`config.mk`:
```
export PLATFORM = sky130hd
export DESIGN_NAME = cds_pixel_accum
export DESIGN_NICKNAME = d
export VERILOG_FILES = /design/src/rtl/cds_pkg.sv /design/src/rtl/cds_window_seq.sv /design/src/rtl/cds_accum.sv /design/src/rtl/cds_div.sv /design/src/rtl/cds_pixel_accum.sv
export SDC_FILE = /design/constraint.sdc
export NUM_CORES = 1
export LEC_CHECK = 0
export BUFFER_PORTS_ARGS = -buffer_cell sky130_fd_sc_hd__buf_2
export CAP_MARGIN = 20
export CORE_UTILIZATION = 30
export CTS_CLUSTER_DIAMETER = 120
export DETAILED_ROUTE_END_ITERATION = 10
export GPL_ROUTABILITY_DRIVEN = 0
export GPL_TIMING_DRIVEN = 0
export SLEW_MARGIN = 20
export SYNTH_ARGS = -nofsm -noshare
export SYNTH_HDL_FRONTEND = slang
export SYNTH_HIERARCHICAL = 1
export SYNTH_SLANG_ARGS = --single-unit
```
`constraint.sdc`:
```
create_clock -name clk -period 16.7 [get_ports clk]
set_input_delay 0.835 -clock clk [delete_from_list [all_inputs] [get_ports clk]]
set_output_delay 0.835 -clock clk [all_outputs]
set_load 0.02 [all_outputs]
```
`src/rtl/cds_pkg.sv`:
```
package cds_pkg;
  typedef enum logic [1:0] {
    SEQ_IDLE = 2'd0,
    SEQ_RUN  = 2'd1,
    SEQ_HOLD = 2'd2
  } seq_state_e;
endpackage

```
`src/rtl/cds_window_seq.sv`:
```
module cds_window_seq
  import cds_pkg::*;
#(
  parameter int LEN_W   = 12,
  parameter int MAX_SMP = 1024,
  parameter int MIN_PIX = 32
) (
  input  logic             clk,
  input  logic             rst_n,
  input  logic             row_en,
  input  logic [LEN_W-1:0] pix_len,
  input  logic [LEN_W-1:0] ref_start,
  input  logic [LEN_W-1:0] ref_len,
  input  logic [LEN_W-1:0] sig_start,
  input  logic [LEN_W-1:0] sig_len,
  output logic             run,
  output logic             in_ref,
  output logic             in_sig,
  output logic             pix_first,
  output logic             pix_end,
  output logic [LEN_W-1:0] sig_cnt
);
  localparam logic [LEN_W:0] MAX_L = (LEN_W+1)'(MAX_SMP);
  localparam logic [LEN_W:0] MIN_L = (LEN_W+1)'(MIN_PIX);

  seq_state_e       state_q, state_d;
  logic [LEN_W-1:0] pos_q, pos_d;
  logic [LEN_W-1:0] pl_q, rs_q, ss_q, sl_q;
  logic [LEN_W:0]   re_q, se_q;
  logic             load;

  logic [LEN_W:0] ref_end_in, sig_end_in;
  logic           overlap_in, cfg_ok;

  assign ref_end_in = {1'b0, ref_start} + {1'b0, ref_len};
  assign sig_end_in = {1'b0, sig_start} + {1'b0, sig_len};
  assign overlap_in = (ref_len != '0) &&
                      ({1'b0, sig_start} < ref_end_in) &&
                      ({1'b0, ref_start} < sig_end_in);
  assign cfg_ok = (sig_len != '0) &&
                  ({1'b0, sig_len} <= MAX_L) &&
                  ({1'b0, ref_len} <= MAX_L) &&
                  (ref_end_in <= {1'b0, pix_len}) &&
                  (sig_end_in <= {1'b0, pix_len}) &&
                  ({1'b0, pix_len} >= MIN_L) &&
                  !overlap_in;

  logic last;
  assign run       = (state_q == SEQ_RUN) && row_en;
  assign last      = (pos_q == pl_q - 1'b1);
  assign pix_first = run && (pos_q == '0);
  assign pix_end   = run && last;
  assign in_ref    = run && (pos_q >= rs_q) && ({1'b0, pos_q} < re_q);
  assign in_sig    = run && (pos_q >= ss_q) && ({1'b0, pos_q} < se_q);
  assign sig_cnt   = sl_q;

  always_comb begin
    state_d = state_q;
    pos_d   = pos_q;
    load    = 1'b0;
    case (state_q)
      SEQ_IDLE: begin
        if (row_en) begin
          load    = 1'b1;
          pos_d   = '0;
          state_d = cfg_ok ? SEQ_RUN : SEQ_HOLD;
        end
      end
      SEQ_RUN: begin
        if (!row_en) state_d = SEQ_IDLE;
        else         pos_d   = last ? '0 : pos_q + 1'b1;
      end
      SEQ_HOLD: begin
        if (!row_en) state_d = SEQ_IDLE;
      end
      default: state_d = SEQ_IDLE;
    endcase
  end

  always_ff @(posedge clk or negedge rst_n) begin
    if (!rst_n) begin
      state_q <= SEQ_IDLE;
      pos_q   <= '0;
    end else begin
      state_q <= state_d;
      pos_q   <= pos_d;
    end
  end

  always_ff @(posedge clk or negedge rst_n) begin
    if (!rst_n) begin
      pl_q <= '0;
      rs_q <= '0;
      ss_q <= '0;
      sl_q <= '0;
      re_q <= '0;
      se_q <= '0;
    end else if (load) begin
      pl_q <= pix_len;
      rs_q <= ref_start;
      ss_q <= sig_start;
      sl_q <= sig_len;
      re_q <= ref_end_in;
      se_q <= sig_end_in;
    end
  end


  win_excl_chk: assert property (@(posedge clk) disable iff (!rst_n)
    $onehot0({in_ref, in_sig}));


  cfg_hold_chk: assert property (@(posedge clk) disable iff (!rst_n)
    (state_q == SEQ_RUN) |=> ((state_q != SEQ_RUN) ||
      ($stable(pl_q) && $stable(sl_q) && $stable(re_q) && $stable(se_q))));
endmodule

```
`src/rtl/cds_accum.sv`:
```
module cds_accum #(
  parameter int SMP_W   = 16,
  parameter int ACC_W   = 27,
  parameter int MAX_SMP = 1024
) (
  input  logic                    clk,
  input  logic                    rst_n,
  input  logic                    en,
  input  logic                    first,
  input  logic                    add,
  input  logic                    sub,
  input  logic [SMP_W-1:0]        smp,
  output logic signed [ACC_W-1:0] acc_nx
);
  logic signed [ACC_W-1:0] acc_q, base, smp_x;

  assign smp_x  = $signed({{(ACC_W-SMP_W){1'b0}}, smp});
  assign base   = first ? '0 : acc_q;
  assign acc_nx = add ? (base + smp_x) : (sub ? (base - smp_x) : base);

  always_ff @(posedge clk or negedge rst_n) begin
    if (!rst_n)  acc_q <= '0;
    else if (en) acc_q <= acc_nx;
  end

  localparam longint BOUND = longint'(MAX_SMP) * ((longint'(1) << SMP_W) - 1);


  no_overflow_chk: assert property (@(posedge clk) disable iff (!rst_n)
    en |-> ((longint'(acc_nx) <= BOUND) && (longint'(acc_nx) >= -BOUND)));
endmodule

```
`src/rtl/cds_div.sv`:
```
module cds_div #(
  parameter int ACC_W   = 27,
  parameter int DIV_W   = 12,
  parameter int OUT_W   = 16,
  parameter int LATENCY = 30
) (
  input  logic                    clk,
  input  logic                    rst_n,
  input  logic                    start,
  input  logic signed [ACC_W-1:0] dividend,
  input  logic [DIV_W-1:0]        divisor,
  output logic                    valid,
  output logic signed [OUT_W-1:0] data
);
  localparam int STEP_W = $clog2(LATENCY);
  localparam logic [ACC_W-1:0] POS_LIM = ACC_W'((64'd1 << (OUT_W-1)) - 1);
  localparam logic [ACC_W-1:0] NEG_LIM = ACC_W'(64'd1 << (OUT_W-1));
  localparam logic [OUT_W-1:0] OUT_MAX = {1'b0, {(OUT_W-1){1'b1}}};
  localparam logic [OUT_W-1:0] OUT_MIN = {1'b1, {(OUT_W-1){1'b0}}};

  logic              busy_q, busy_d;
  logic [STEP_W-1:0] step_q, step_d;
  logic [ACC_W-1:0]  q_q, q_d;
  logic [DIV_W-1:0]  r_q, r_d, d_q, d_d;
  logic              neg_q, neg_d;
  logic              vld_q, vld_d;
  logic [OUT_W-1:0]  dat_q, dat_d;

  logic [ACC_W-1:0] mag;
  logic [DIV_W:0]   trial;
  logic [OUT_W-1:0] sat;

  assign mag   = dividend[ACC_W-1] ? ACC_W'(-dividend) : ACC_W'(dividend);
  assign trial = {r_q, q_q[ACC_W-1]};

  always_comb begin
    if (neg_q) sat = (q_q > NEG_LIM) ? OUT_MIN : OUT_W'(-q_q[OUT_W-1:0]);
    else       sat = (q_q > POS_LIM) ? OUT_MAX : q_q[OUT_W-1:0];
  end

  always_comb begin
    busy_d = busy_q;
    step_d = step_q;
    q_d    = q_q;
    r_d    = r_q;
    d_d    = d_q;
    neg_d  = neg_q;
    vld_d  = 1'b0;
    dat_d  = dat_q;
    if (start) begin
      busy_d = 1'b1;
      step_d = '0;
      q_d    = mag;
      r_d    = '0;
      d_d    = divisor;
      neg_d  = dividend[ACC_W-1];
    end else if (busy_q) begin
      step_d = step_q + 1'b1;
      if (int'(step_q) < ACC_W) begin
        if (trial >= {1'b0, d_q}) begin
          r_d = DIV_W'(trial - {1'b0, d_q});
          q_d = {q_q[ACC_W-2:0], 1'b1};
        end else begin
          r_d = trial[DIV_W-1:0];
          q_d = {q_q[ACC_W-2:0], 1'b0};
        end
      end
      if (step_q == STEP_W'(LATENCY-1)) begin
        busy_d = 1'b0;
        vld_d  = 1'b1;
        dat_d  = sat;
      end
    end
  end

  always_ff @(posedge clk or negedge rst_n) begin
    if (!rst_n) begin
      busy_q <= 1'b0;
      step_q <= '0;
      q_q    <= '0;
      r_q    <= '0;
      d_q    <= '0;
      neg_q  <= 1'b0;
      vld_q  <= 1'b0;
      dat_q  <= '0;
    end else begin
      busy_q <= busy_d;
      step_q <= step_d;
      q_q    <= q_d;
      r_q    <= r_d;
      d_q    <= d_d;
      neg_q  <= neg_d;
      vld_q  <= vld_d;
      dat_q  <= dat_d;
    end
  end

  assign valid = vld_q;
  assign data  = $signed(dat_q);


  no_restart_chk: assert property (@(posedge clk) disable iff (!rst_n)
    start |-> !busy_q);


  one_pulse_chk: assert property (@(posedge clk) disable iff (!rst_n)
    vld_q |=> !vld_q);


  busy_after_start_chk: assert property (@(posedge clk) disable iff (!rst_n)
    start |=> (busy_q && !vld_q));
endmodule

```
`src/rtl/cds_pixel_accum.sv`:
```
module cds_pixel_accum #(
  parameter int SMP_W   = 16,
  parameter int LEN_W   = 12,
  parameter int MAX_SMP = 1024,
  parameter int OUT_W   = 16,
  parameter int LATENCY = 30
) (
  input  logic              clk,
  input  logic              rst_n,
  input  logic              row_en,
  input  logic [SMP_W-1:0]  adc_code,
  input  logic [LEN_W-1:0]  pix_len,
  input  logic [LEN_W-1:0]  ref_start,
  input  logic [LEN_W-1:0]  ref_len,
  input  logic [LEN_W-1:0]  sig_start,
  input  logic [LEN_W-1:0]  sig_len,
  output logic              pix_valid,
  output logic [OUT_W-1:0]  pix_value
);
  localparam int ACC_W   = SMP_W + $clog2(MAX_SMP) + 1;
  localparam int MIN_PIX = LATENCY + 2;

  logic [1:0] rst_sync_q;
  logic       rst_i_n;

  always_ff @(posedge clk or negedge rst_n) begin
    if (!rst_n) rst_sync_q <= '0;
    else        rst_sync_q <= {rst_sync_q[0], 1'b1};
  end
  assign rst_i_n = rst_sync_q[1];

  logic                    run, in_ref, in_sig, pix_first, pix_end;
  logic [LEN_W-1:0]        sig_cnt;
  logic signed [ACC_W-1:0] acc_nx;
  logic signed [OUT_W-1:0] q_out;

  cds_window_seq #(
    .LEN_W  (LEN_W),
    .MAX_SMP(MAX_SMP),
    .MIN_PIX(MIN_PIX)
  ) u_seq (
    .clk      (clk),
    .rst_n    (rst_i_n),
    .row_en   (row_en),
    .pix_len  (pix_len),
    .ref_start(ref_start),
    .ref_len  (ref_len),
    .sig_start(sig_start),
    .sig_len  (sig_len),
    .run      (run),
    .in_ref   (in_ref),
    .in_sig   (in_sig),
    .pix_first(pix_first),
    .pix_end  (pix_end),
    .sig_cnt  (sig_cnt)
  );

  cds_accum #(
    .SMP_W  (SMP_W),
    .ACC_W  (ACC_W),
    .MAX_SMP(MAX_SMP)
  ) u_acc (
    .clk   (clk),
    .rst_n (rst_i_n),
    .en    (run),
    .first (pix_first),
    .add   (in_ref),
    .sub   (in_sig),
    .smp   (adc_code),
    .acc_nx(acc_nx)
  );

  cds_div #(
    .ACC_W  (ACC_W),
    .DIV_W  (LEN_W),
    .OUT_W  (OUT_W),
    .LATENCY(LATENCY)
  ) u_div (
    .clk     (clk),
    .rst_n   (rst_i_n),
    .start   (pix_end),
    .dividend(acc_nx),
    .divisor (sig_cnt),
    .valid   (pix_valid),
    .data    (q_out)
  );

  assign pix_value = q_out;
endmodule

```
======== Word level (Yosys, flattened, before mapping) ========
Index checks and enable logic that the tools add are counted.
Widths: inputs -> output; s select.
cells by class
  $add $sub $neg .......................... 10
  multipliers ............................. 0
  div/mod/pow operators ................... 0
  $lt $le $gt $ge ......................... 15
  equality and inequality tests ........... 7
  shifts and indexed selects .............. 0
  multiplexer cells ....................... 33
  bitwise logic cells ..................... 1
  reductions and logical operators ........ 28
operators by type and width
  kind                   number
  $mux 27                7
  $mux 12                7
  $lt 12x13->1           4
  $mux 16                3
  $add 27x17->27         1
  $gt 27x15->1 const B   1
  $gt 27x16->1 const B   1
  $neg 27->27            1
  $sub 27x17->27         1
  $add 12x12->13         2
  $le 13x12->1           2
  $ge 12x12->1           2
  $le 12x11->1 const B   2
  $pmux 12 s2            1
  $reduce_bool 12->1     2
  $neg 16->16            1
  $logic_and 1x1->1      15
  $ge 13x12->1           1
  $add 12x1->12 const B  1
  $eq 12x12->1           1
  $ge 12x6->1 const B    1
  $logic_not 12->1       1
  $sub 12x1->12 const B  1
  $sub 12x12->12         1
  17 further kinds       34
storage, ports and cells
  bits in registers ....................... 192
  latch bits .............................. 0
  memory bits (writable) .................. 0
  bits in read-only memories .............. 0
  input bits .............................. 79
  output and inout port bits .............. 17
  logic and storage cells ................. 112
  memories kept ........................... 0

======== Logic depth before layout (Yosys ltp) ========
Gate-level depths: netlist of run 1.
  depth in word-level cells ............... 10
  gate-level depth with buffers ........... 31
  mapped depth without buffers ............ 26

======== Cells and area by module ========
The synthesis of run 1 kept the hierarchy.
by module, submodules not included
  module           instances  cells each  area each (um^2)  seq. area each (um^2)
  cds_window_seq   1          815         7318.3            2202.1
  cds_accum        1          700         4974.8            675.6
  cds_div          1          574         4921.0            1876.8
  cds_pixel_accum  1          3           53.8              50.0

======== Worst setup path after synthesis of run 1 ========
No wires, ideal clock.
  path type ............................... input -> register
  from .................................... input row_en
  to ...................................... register u_div.q_q[25]
  arrival time ............................ 6.338 ns
  data required time ...................... 16.571 ns
  setup slack ............................. 10.233 ns
  cell stages on the path ................. 28
  path buffers ............................ 4
  cells stage by stage .................... nand2_1 inv_1 clkbuf_1 and4_1 buf_4 inv_2 clkbuf_1 buf_1 nand2_1 inv_1 ha_1 inv_1 fa_1 nor2b_1 o32ai_1 a21oi_1 or2_0 o32ai_2 a221o_2 nand4_1 nand3_1 nand3_1 or3_1 or4_1 or3_1 a21boi_1 xor2_1 o21ai_1
on the way
  cells in the longest elaborated chain, start to end .. 9
  elaborated cells between the ends (all ways) .. 18
RTL lines
  item                  line                   RTL
  from (decl)           cds_pixel_accum.sv:10  input logic row_en,
  $logic_and 1x1->1 *   cds_window_seq.sv:49   assign run = (state_q == SEQ_RUN) && row_en;
  net run               cds_pixel_accum.sv:32  logic run, in_ref, in_sig, pix_first, pix_end;
  $logic_and 1x1->1 *   cds_window_seq.sv:51   assign pix_first = run && (pos_q == '0);
  net pix_first         cds_pixel_accum.sv:32
  $mux 27 *             cds_accum.sv:18        assign base = first ? '0 : acc_q;
  $sub 27x17->27        cds_accum.sv:19        assign acc_nx = add ? (base + smp_x) : (sub ? (base - smp_x) : base);
  $mux 27               cds_accum.sv:19
  $mux 27 *             cds_accum.sv:19
  net acc_nx[20]        cds_pixel_accum.sv:34  logic signed [ACC_W-1:0] acc_nx;
  $neg 27->27 *         cds_div.sv:33          assign mag = dividend[ACC_W-1] ? ACC_W'(-dividend) : ACC_W'(dividend);
  $mux 27 *             cds_div.sv:33
  $mux 27 *             cds_div.sv:50          if (start) begin
  to (signal assigned)  cds_div.sv:89          q_q <= q_d;
  to (decl)             cds_div.sv:23          logic [ACC_W-1:0] q_q, q_d;
The timed path passes the listed nets; every way through them passes the cells marked *.
A chain may end at the register's enable or synchronous reset.

======== Final worst setup path of run 1 ========
  from .................................... register u_seq.state_q[0]
  to ...................................... register u_div.q_q[26]
on the way
  cells in the longest elaborated chain, start to end .. 10
  elaborated cells between the ends (all ways) .. 19
RTL lines
  item                    line                   RTL
  from (decl)             cds_window_seq.sv:26   seq_state_e state_q, state_d;
  from (signal assigned)  cds_window_seq.sv:85   state_q <= state_d;
  $eq 2x1->1 *            cds_window_seq.sv:49
  $logic_and 1x1->1 *     cds_window_seq.sv:49
  net run                 cds_pixel_accum.sv:32
  $logic_and 1x1->1 *     cds_window_seq.sv:51
  net pix_first           cds_pixel_accum.sv:32
  $mux 27 *               cds_accum.sv:18
  $sub 27x17->27          cds_accum.sv:19
  $mux 27                 cds_accum.sv:19
  $mux 27 *               cds_accum.sv:19
  net acc_nx[20]          cds_pixel_accum.sv:34
  $neg 27->27 *           cds_div.sv:33
  $mux 27 *               cds_div.sv:33
  $mux 27 *               cds_div.sv:50
Marked as above.

==> results of run 1 <==
how the worst max path moves through the flow:
stage / start / endpoint / slack (ns) / cells after the start
after floorplan: row_en / u_div/q_q[25] / 10.23 / 28
after global placement: rst_sync_q[1] / u_div/data[7] / 8.25 / 0
after detailed placement: row_en / u_div/q_q[26] / 8.51 / 29
after CTS: u_seq/state_q[0] / u_div/q_q[26] / 8.83 / 29
after global routing: u_seq/state_q[0] / u_div/q_q[26] / 8.29 / 29
final: u_seq/state_q[0] / u_div/q_q[26] / 8.73 / 29
through the flow:
step	worst slack (ns)	cell area [um2]	util, %	hold slack, ns	instances
2_1_floorplan	10.23	17300	-	0.331	2092
5_1_grt	8.29	19400	34.2	0.107	2975
3_3_place_gp	8.25	18700	33.0	0.336	2940
3_5_place_dp	8.51	18800	33.1	0.337	2943
6_report	8.73	19400	34.2	0.131	2975
4_1_cts	8.83	19400	34.2	0.107	2974
Yosys cell counts (all sizes together) (18+ instances only):
library cell / count / area, um2
ha: 145 / 1810
a211oi: 27 / 235
xnor2: 65 / 569
mux2i: 27 / 270
dfrtp: 192 / 4800
nor2b: 34 / 213
nand3: 46 / 230
inv: 152 / 571
a31oi: 30 / 188
nor3: 47 / 240
and3: 27 / 169
buf: 45 / 251
nor2: 140 / 528
nand2: 210 / 791
o211ai: 18 / 154
nand4: 20 / 125
o21ai: 181 / 910
mux2: 47 / 529
nor4: 27 / 190
or3: 20 / 126
o21a: 21 / 159
o31ai: 22 / 194
clkbuf: 73 / 275
nand2b: 29 / 181
a21o: 29 / 218
xor2: 49 / 429
a21oi: 114 / 601
cells by family after synthesis:
group | Yosys count
xor+xnor | 114
compound gates | 600
flops | 192
other cells | 1
simple gates | 681
buf+inv | 272
fa+ha+maj | 158
mux | 74
registers in the layout (all words and copies together) (netlist names):
register / flops
u_seq/re_q: 13
u_div/step_q: 5
rst_sync_q: 2
u_div/q_q: 27
u_seq/pos_q: 12
u_div/data: 16
u_seq/rs_q: 12
u_seq/se_q: 13
u_seq/ss_q: 12
u_seq/sig_cnt: 12
u_div/valid: 1
u_div/busy_q: 1
u_div/neg_q: 1
u_seq/pl_q: 12
u_acc/acc_q: 27
u_seq/state_q: 2
u_div/r_q: 12
u_div/d_q: 12
layer usage:
layer | GRT usage [%] | vias up | routed length [um]
met3 | 2.71 | 85 | 3090
met5 | 0 | - | 23
met1 | 23.6 | 7944 | 23800
met2 | 31.7 | 564 | 26400
li1 | - | 7792 | -
met4 | 6.29 | 4 | 1500
cell type report:
cell class	count	area [um2]
Antenna cell	1	2.50
Buffer	118	527
Clock buffer	21	470
Clock inverter	10	123
Fill cell	5956	37200
Inverter	154	578
Multi-Input combinational cell	1628	11400
Sequential cell	192	4810
Tap cell	756	946
Timing Repair Buffer	95	543
where the power goes:
part / switching (W) / internal (W) / total (W)
clock: 0.000196 / 0.000233 / 0.000429
combinational: 0.000596 / 0.000414 / 0.00101
sequential: 0.000114 / 0.000614 / 0.000728
==> out/summary.txt, run 1 <==
Status - completed
Relative slew slack - 35.5%
Mux share of post-synthesis cell area - 4.63%
Most used cell, CP - inv_1
Final HPWL DP - 43.4 mm
Power Dens Cells - 112 nW/um2
Worst r2r src - u_seq/state_q[0]
Fin nets - 2434
DR DRC count - 0
Crit Path Max Fanout - 10
Tightest Hold Check Type - primary input to asynchronous set/reset pin
I/O pins - 96
TNS Setup - 0 ns
Final wirelength - 54.8 mm
Peak VDD IR - 0.0868 mV
Critical path's largest stage delay - 0.52 ns
Commonest non-fill, non-tap cell in the layout - nand2_1
Drt first pass iters - 7
Ys flop type - dfrtp_1
Largest family of logic cells by synthesized area - compound AO/OA/AOI/OAI gates
Hold_buf cts - 0
Post-Syn Nets - 2320
Initial Util - 30.5%
Pin count of the biggest net entering global routing - 57
Worst path top cell family by delay - simple AND/OR/NAND/NOR gates
Reg2Reg Depth - 29
Final setup violating endpoints - 0
Clock buffer count from CTS - 17
Setup slack, reg-to-reg - 8.73 ns
Post-synth EDFFs - 0
Netlist cell types - 117
Post-cts sizing count - 0
WP buf/inv - 8
Crit path time final - 7.97 ns
Layout cells sized above 1 - 12.4%
FF+latch count, synth - 192
Crit path launch type - flop
Max stage delay cell, worst path - buf_1
Area grow syn2layout - 12.1%
CTS tree - done
WL per Instance - 18.4 um
CTS Sinks - 192
DR vias/cell - 5.51
Worst Skew - 0.0204 ns
Port Buf Inserts - 92
Initial antenna violation count - 3
Setup Fix Bufs, Post-CTS - 0
Core Area - 56600 um2
Slew Viols, Final - 0
CTS Buffer Depth - 2
Die width - 242 um
Gr ovfl total - 0
Cell area after synthesis - 17300 um2
Number of nets with antenna violations after routing - 0
CTS root buf - clkbuf_16
Post-synthesis simple-gate area fraction - 19.9%
Syn Area/Cell - 8.25 um2
DR vias - 16.4k
Post-Synth XOR/XNOR Area - 5.78%
Gate count of the mapped netlist - 2092
CP arrival - 8.35 ns
Fin crit share - 47.7%
CP Class - flop to flop
DIE HEIGHT - 242 um
Die area - 58500 um2
Vias in the first global route - 16.1k
Static Leak - 8.54 nW
Worst skew pair latency - 0.48 ns
Synth Area in Adders - 11.5%
Req. time, crit path - 17.08 ns
Final Hold Fails - 0
Reg-to-reg endpoint - u_div/q_q[26]
Worst setup EP type - flop
Power Total - 0.00217 W
Slew @ Worst Pin - 0.967 ns
Core Rows - 87
Register area share after synthesis - 27.8%
Compound-Gate Fraction of Synth Area - 23.9%
First-pass GRT wire length - 87.3 mm
Most frequent cells in the layout - nand2_1, dfrtp_1, o21ai_0
RSZ-0062 raised after global routing - no
Synthesis warning total - 6
GRT Overall Usage - 18.5%
Async SR Flop Fraction - 100%
H-tree levels - 4
Worst-path clk slew - 0.07 ns
Initial drt markers - 1464
Max Clk Rate - 126 MHz
Max_cap viols - 0
Note: power is estimated with default switching activity, not from simulation.
==> inputs of run 2 (changes only) <==
==> constraint.sdc (replaced) <==
create_clock -name clk -period 6.8 [get_ports clk]
set_input_delay 0.34 -clock clk [delete_from_list [all_inputs] [get_ports clk]]
set_output_delay 0.34 -clock clk [all_outputs]
set_load 0.02 [all_outputs]
==> out/summary.txt, run 2 (synthesis gave the netlist of run 1 again) <==
DR DRC count - 0 (unchanged)
Power Dens Cells - 274 nW/um2 (+140%)
Crit path launch type - flop
Initial antenna violation count - 3 (unchanged)
Dpl cell area - 18800 um2 (unchanged)
Slew Viols, Final - 0 (unchanged)
First-pass GRT wire length - 87.5 mm (+0.23%)
Critical path's largest stage delay - 0.48 ns (-0.04 ns)
CTS Sinks - 192 (unchanged)
CP startpoint - u_seq/pos_q[6]
Commonest non-fill, non-tap cell in the layout - nand2_1
Tightest Hold Check Type - primary input to flop
Gr ovfl total - 0 (unchanged)
CTS tree - done
CTS Buffer Depth - 2 (unchanged)
WL per Instance - 18.4 um (about the same)
Relative slew slack - 39.6% (+4.1 points)
Core Area - 56600 um2 (unchanged)
Peak VDD IR - 0.214 mV (+150%)
Drt first pass iters - 6 (-1)
Status - completed
Max_cap viols - 0 (unchanged)
Worst Skew - 0.0187 ns (-0.00170 ns)
Port Buf Inserts - 92 (unchanged)
Max stage delay cell, worst path - dfrtp_1
Crit path time final - 6.59 ns (-1.37 ns)
Worst setup EP type - flop
TNS Setup - 0 ns (unchanged)
Fin nets - 2443 (+0.37%)
CTS root buf - clkbuf_16
DR vias - 16.5k (+0.40%)
Max Clk Rate - 152 MHz (+21%)
Pin count of the biggest net entering global routing - 57 (unchanged)
Final HPWL DP - 43.4 mm (unchanged)
Clock buffer count from CTS - 17 (unchanged)
CP Class - flop to flop
Fill count - 5932 (-0.40%)
Number of nets with antenna violations after routing - 0 (unchanged)
Initial drt markers - 1461 (-0.20%)
CP arrival - 6.93 ns (-1.42 ns)
DIE HEIGHT - 242 um (unchanged)
Req. time, crit path - 7.14 ns (-9.94 ns)
DR vias/cell - 5.51 (about the same)
Fin crit share - 97.0% (+49 points)
Area grow syn2layout - 13.0%
H-tree levels - 4 (unchanged)
Slew @ Worst Pin - 0.906 ns (-0.0608 ns)
GRT Overall Usage - 18.5% (+0.036 points)
Most frequent cells in the layout - nand2_1, dfrtp_1, o21ai_0
Worst r2r src - u_seq/pos_q[6]
Finished Cell Area - 19500 um2 (+0.78%)
Vias in the first global route - 16.2k (+0.46%)
Final wirelength - 55.0 mm (+0.36%)
Hold path start - ref_start[8]
Worst path top cell family by delay - simple AND/OR/NAND/NOR gates
Layout cells sized above 1 - 13.5% (+1.1 points)
Final Hold Fails - 0 (unchanged)
Static Leak - 8.60 nW (+0.68%)
Crit Path Max Fanout - 10 (unchanged)
I/O pins - 96 (unchanged)
Final setup violating endpoints - 0 (unchanged)
Die width - 242 um (unchanged)
Worst skew pair latency - 0.48 ns (about the same)
WP buf/inv - 8 (unchanged)
Core Rows - 87 (unchanged)
Initial Util - 30.5% (unchanged)
Most used cell, CP - buf_4
Worst-path clk slew - 0.07 ns (about the same)
Die area - 58500 um2 (unchanged)
==> run 2: cell count changes in the layout (fill, tap and decap cells not counted), moves of 2 or more <==
cell,delta
o31ai_2,+2
nand2_1,-2
clkbuf_1,-3
dfrtp_1,-2
dfrtp_2,+2
buf_4,+10
inv_1,-2
nand2_2,+2
o31ai_1,-2
==> run 2: path summary, 6_finish.rpt <==
check / slack [ns] / to / depth (start not counted)
min in group asynchronous: 0.17 / rst_sync_q[1] / 2
worst min register to register: 0.34 / u_acc/acc_q[9] / 0
worst max register to register: 0.21 / u_div/q_q[25] / 27
worst min-delay path: 0.16 / u_seq/rs_q[8] / 2
max in group asynchronous: 5.43 / u_seq/sig_cnt[0] / 2
worst max-delay path: 0.21 / u_div/q_q[25] / 27
==> run 2: metal layers <==
layer  up-vias  track usage [%]  part of all wire (%)
li1       7816                -                     -
met1      7948             23.7                    43
met2       604             31.7                    48
met3        83             2.69                   5.8
met4         4             6.52                   2.7
met5         -                0                 0.042
==> run 2: layout make-up <==
type / count / area [um2] / share of cell area (%)
antenna: 1 / 2.50 / 0.0128
buffer: 117 / 536 / 2.75
clock buffer: 21 / 470 / 2.41
clock inverter: 10 / 123 / 0.629
inverter: 154 / 584 / 3.00
multi-input combinational: 1628 / 11400 / 58.5
sequential: 192 / 4810 / 24.7
tap: 756 / 946 / 4.85
timing repair buffer: 105 / 621 / 3.18
==> run 2: repair_timing <==
action | 4_1_cts | 5_1_grt
endpoints found under the setup margin | 27 | 14
hold buffers | 1 | 0
gates resized for setup | 10 | 15
gates cloned | 0 | 0
hold endpoints to repair | 2 | 0
pin swaps | 2 | 5
setup buffers | 3 | 6
==> run 2: power breakdown <==
part           switching, W  internal, W
Combinational       0.00147      0.00102
Sequential         0.000281      0.00151
Clock              0.000482     0.000573
Total               0.00223      0.00310
==> run 2: metrics by stage <==
| step | hold slack (ns) | power [W] | instances | setup WS (ns) | util [%] |
|---|---|---|---|---|---|
| after floorplan | 0.0444 | 0.00357 | 2092 | 0.589 | - |
| after global placement | 0.125 | 0.00418 | 2940 | -1.65 | 33.0 |
| after detailed placement | 0.129 | 0.00427 | 2943 | -1.00 | 33.1 |
| after CTS | 0.131 | 0.00534 | 2977 | 0.0319 | 34.3 |
| after global routing | 0.151 | 0.00574 | 2984 | -0.0741 | 34.5 |
| final | 0.158 | 0.00534 | 2984 | 0.205 | 34.5 |
==> inputs of run 3 (changes only) <==
--- a/config.mk
+++ b/config.mk
@@ -12,6 +12,7 @@
 export DETAILED_ROUTE_END_ITERATION = 10
 export GPL_ROUTABILITY_DRIVEN = 0
 export GPL_TIMING_DRIVEN = 0
+export RECOVER_POWER = 50
 export SLEW_MARGIN = 20
 export SYNTH_ARGS = -nofsm -noshare
 export SYNTH_HDL_FRONTEND = slang
==> out/summary.txt, run 3 (synthesis gave the netlist of run 1 again) <==
Status - complete, but fails checks
Violations in the final reports - capacitance limit, slew limit
Power Dens Cells - 274 nW/um2 (+0.15%)
Dpl cell area - 18800 um2 (unchanged)
CP Class - flop to flop
Clock buffer count from CTS - 17 (unchanged)
Slew @ Worst Pin - 2.77 ns (+1.86 ns)
Worst setup EP type - flop
CP startpoint - u_seq/pos_q[6]
Req. time, crit path - 7.14 ns (about the same)
Static Leak - 8.51 nW (-1.0%)
CTS Sinks - 192 (unchanged)
CTS Buffer Depth - 2 (unchanged)
Crit Path Max Fanout - 10 (unchanged)
Commonest non-fill, non-tap cell in the layout - nand2_1
Port Buf Inserts - 92 (unchanged)
DR vias - 16.4k (-0.41%)
Gr ovfl total - 0 (unchanged)
DIE HEIGHT - 242 um (unchanged)
H-tree levels - 4 (unchanged)
Combinational power share - 46.5% (-0.2 points)
Die width - 242 um (unchanged)
Layout cells sized above 1 - 12.6% (-0.90 points)
Initial drt markers - 1321 (-9.6%)
CTS root buf - clkbuf_16
Relative slew slack - -84.6% (-120 points)
Vias in the first global route - 16.2k (unchanged)
Clock power frac - 19.9% (about the same)
Die area - 58500 um2 (unchanged)
Internal power - 0.00308 W (-0.56%)
Number of nets with antenna violations after routing - 0 (unchanged)
Post-layout instance count excluding filler cells - 2984 (unchanged)
Sw Pwr - 0.00223 W (about the same)
Final wirelength - 55.0 mm (about the same)
Final setup violating endpoints - 0 (unchanged)
Worst skew pair latency - 0.48 ns (about the same)
Core Rows - 87 (unchanged)
Initial Util - 30.5% (unchanged)
DR vias/cell - 5.49 (-0.41%)
Pre-CTS WS - -1.00 ns (unchanged)
Met2 wire len - 26.6 mm (about the same)
DR DRC count - 0 (unchanged)
Fin nets - 2443 (unchanged)
Sw frac - 42.0% (+0.13 points)
First-pass GRT wire length - 87.5 mm (unchanged)
Met3 routed WL - 3.12 mm (-1.8%)
Crit path launch type - flop
Most frequent cells in the layout - nand2_1, dfrtp_1, o21ai_0
TNS Setup - 0 ns (unchanged)
Crit path time final - 6.60 ns (+0.00478 ns)
Worst Skew - 0.0189 ns (+0.000244 ns)
Worst r2r src - u_seq/pos_q[6]
CP arrival - 6.94 ns (about the same)
Cell count after placement - 2943 (unchanged)
Drt first pass iters - 6 (unchanged)
I/O pins - 96 (unchanged)
Tightest Hold Check Type - primary input to flop
WL per Instance - 18.4 um (about the same)
Core Area - 56600 um2 (unchanged)
Pin count of the biggest net entering global routing - 57 (unchanged)
GRT Overall Usage - 18.5% (unchanged)
Final Hold Fails - 0 (unchanged)
Area grow syn2layout - 12.4%
Finished Cell Area - 19400 um2 (-0.49%)
Max_cap viols - 2 (+2)
Util after Layout - 34.3% (-0.17 points)
Setup slack, reg-to-reg - 0.20 ns (about the same)
Fin crit share - 97.0% (about the same)
Slew Viols, Final - 92 (+92)
Peak VDD IR - 0.213 mV (-0.21%)
Final HPWL DP - 43.4 mm (unchanged)
Max Clk Rate - 152 MHz (about the same)
Flop pwr share - 33.6% (about the same)
Post-route setup slack - 0.201 ns (-0.00478 ns)
Fill count - 5947 (+0.25%)
Hold path start - ref_start[8]
Top routing layer in use - met5
Worst-path clk slew - 0.07 ns (about the same)
Initial antenna violation count - 3 (unchanged)
Wl on met1 - 23.7 mm (about the same)
CTS tree - done
run 3: changes by cell type in the layout (fill, tap and decap cells not counted):
cell,change
clkbuf_1,+19
buf_2,-18
buf_16,-3
clkbuf_2,+2
dfrtp_1,+1
dfrtp_4,-1
run 3: routing by layer:
metal | GRT usage (%) | up-vias
li1 | - | 7805
met4 | 6.52 | 4
met1 | 23.7 | 7915
met2 | 31.7 | 578
met3 | 2.69 | 85
met5 | 0 | -
run 3: through the flow:
stage / power [W] / hold WS, ns
after floorplan: 0.00357 / 0.0444
after global placement: 0.00418 / 0.125
after detailed placement: 0.00427 / 0.129
after CTS: 0.00534 / 0.131
after global routing: 0.00573 / 0.151
final: 0.00532 / 0.155
run 3: critical path: stages (launching register included):
cell	delay, ns
dfrtp_1	0.49
clkbuf_2	0.25
nor4_1	0.26
and4_2	0.34
buf_4	0.24
inv_4	0.11
buf_6	0.16
buf_4	0.18
nand2_1	0.09
inv_1	0.06
ha_1	0.20
inv_1	0.07
fa_1	0.28
nor2b_1	0.22
o32ai_2	0.11
a21oi_2	0.31
or2_1	0.26
o32ai_4	0.12
a221o_2	0.45
buf_4	0.16
a31oi_2	0.25
xnor2_1	0.20
or3_4	0.39
or4_1	0.44
or3_1	0.40
a21boi_1	0.20
xor2_1	0.17
o21ai_1	0.07
run 3: worst paths after layout:
check,depth (start not counted),endpoint
worst max register to register,27,u_div/q_q[25]
worst min register to register,0,rst_sync_q[1]
min in group asynchronous,2,rst_sync_q[1]
worst min-delay path,2,u_seq/rs_q[8]
max in group asynchronous,2,u_seq/pos_q[0]
worst max-delay path,27,u_div/q_q[25]
run 3: power groups by stage:
stage / Combinational [W] / Clock (W) / Sequential [W]
after floorplan: 0.00179 / 0 / 0.00178
after global placement: 0.00237 / 0 / 0.00181
after detailed placement: 0.00246 / 0 / 0.00181
after CTS: 0.00248 / 0.00108 / 0.00179
after global routing: 0.00277 / 0.00112 / 0.00184
final: 0.00247 / 0.00106 / 0.00179
run 3: area by class of cell:
cell class | count | area, um2 | share of cell area [%]
flip-flops and latches | 192 | 4810 | 24.8
diodes | 1 | 2.50 | 0.0129
clock inverters | 10 | 123 | 0.632
repair buffers | 105 | 529 | 2.73
clock buffers | 21 | 470 | 2.42
plain buffers | 117 | 536 | 2.76
well taps | 756 | 946 | 4.87
inverters | 154 | 584 | 3.01
multi-input cells | 1628 | 11400 | 58.8
run 3: repair_timing:
item | CTS | global route
gates resized for setup | 10 | 15
cloned | 0 | 0
endpoints found under the setup margin | 27 | 14
hold buffers | 1 | 0
pin swaps | 2 | 5
buffers inserted | 3 | 6
hold endpoints to repair | 2 | 0
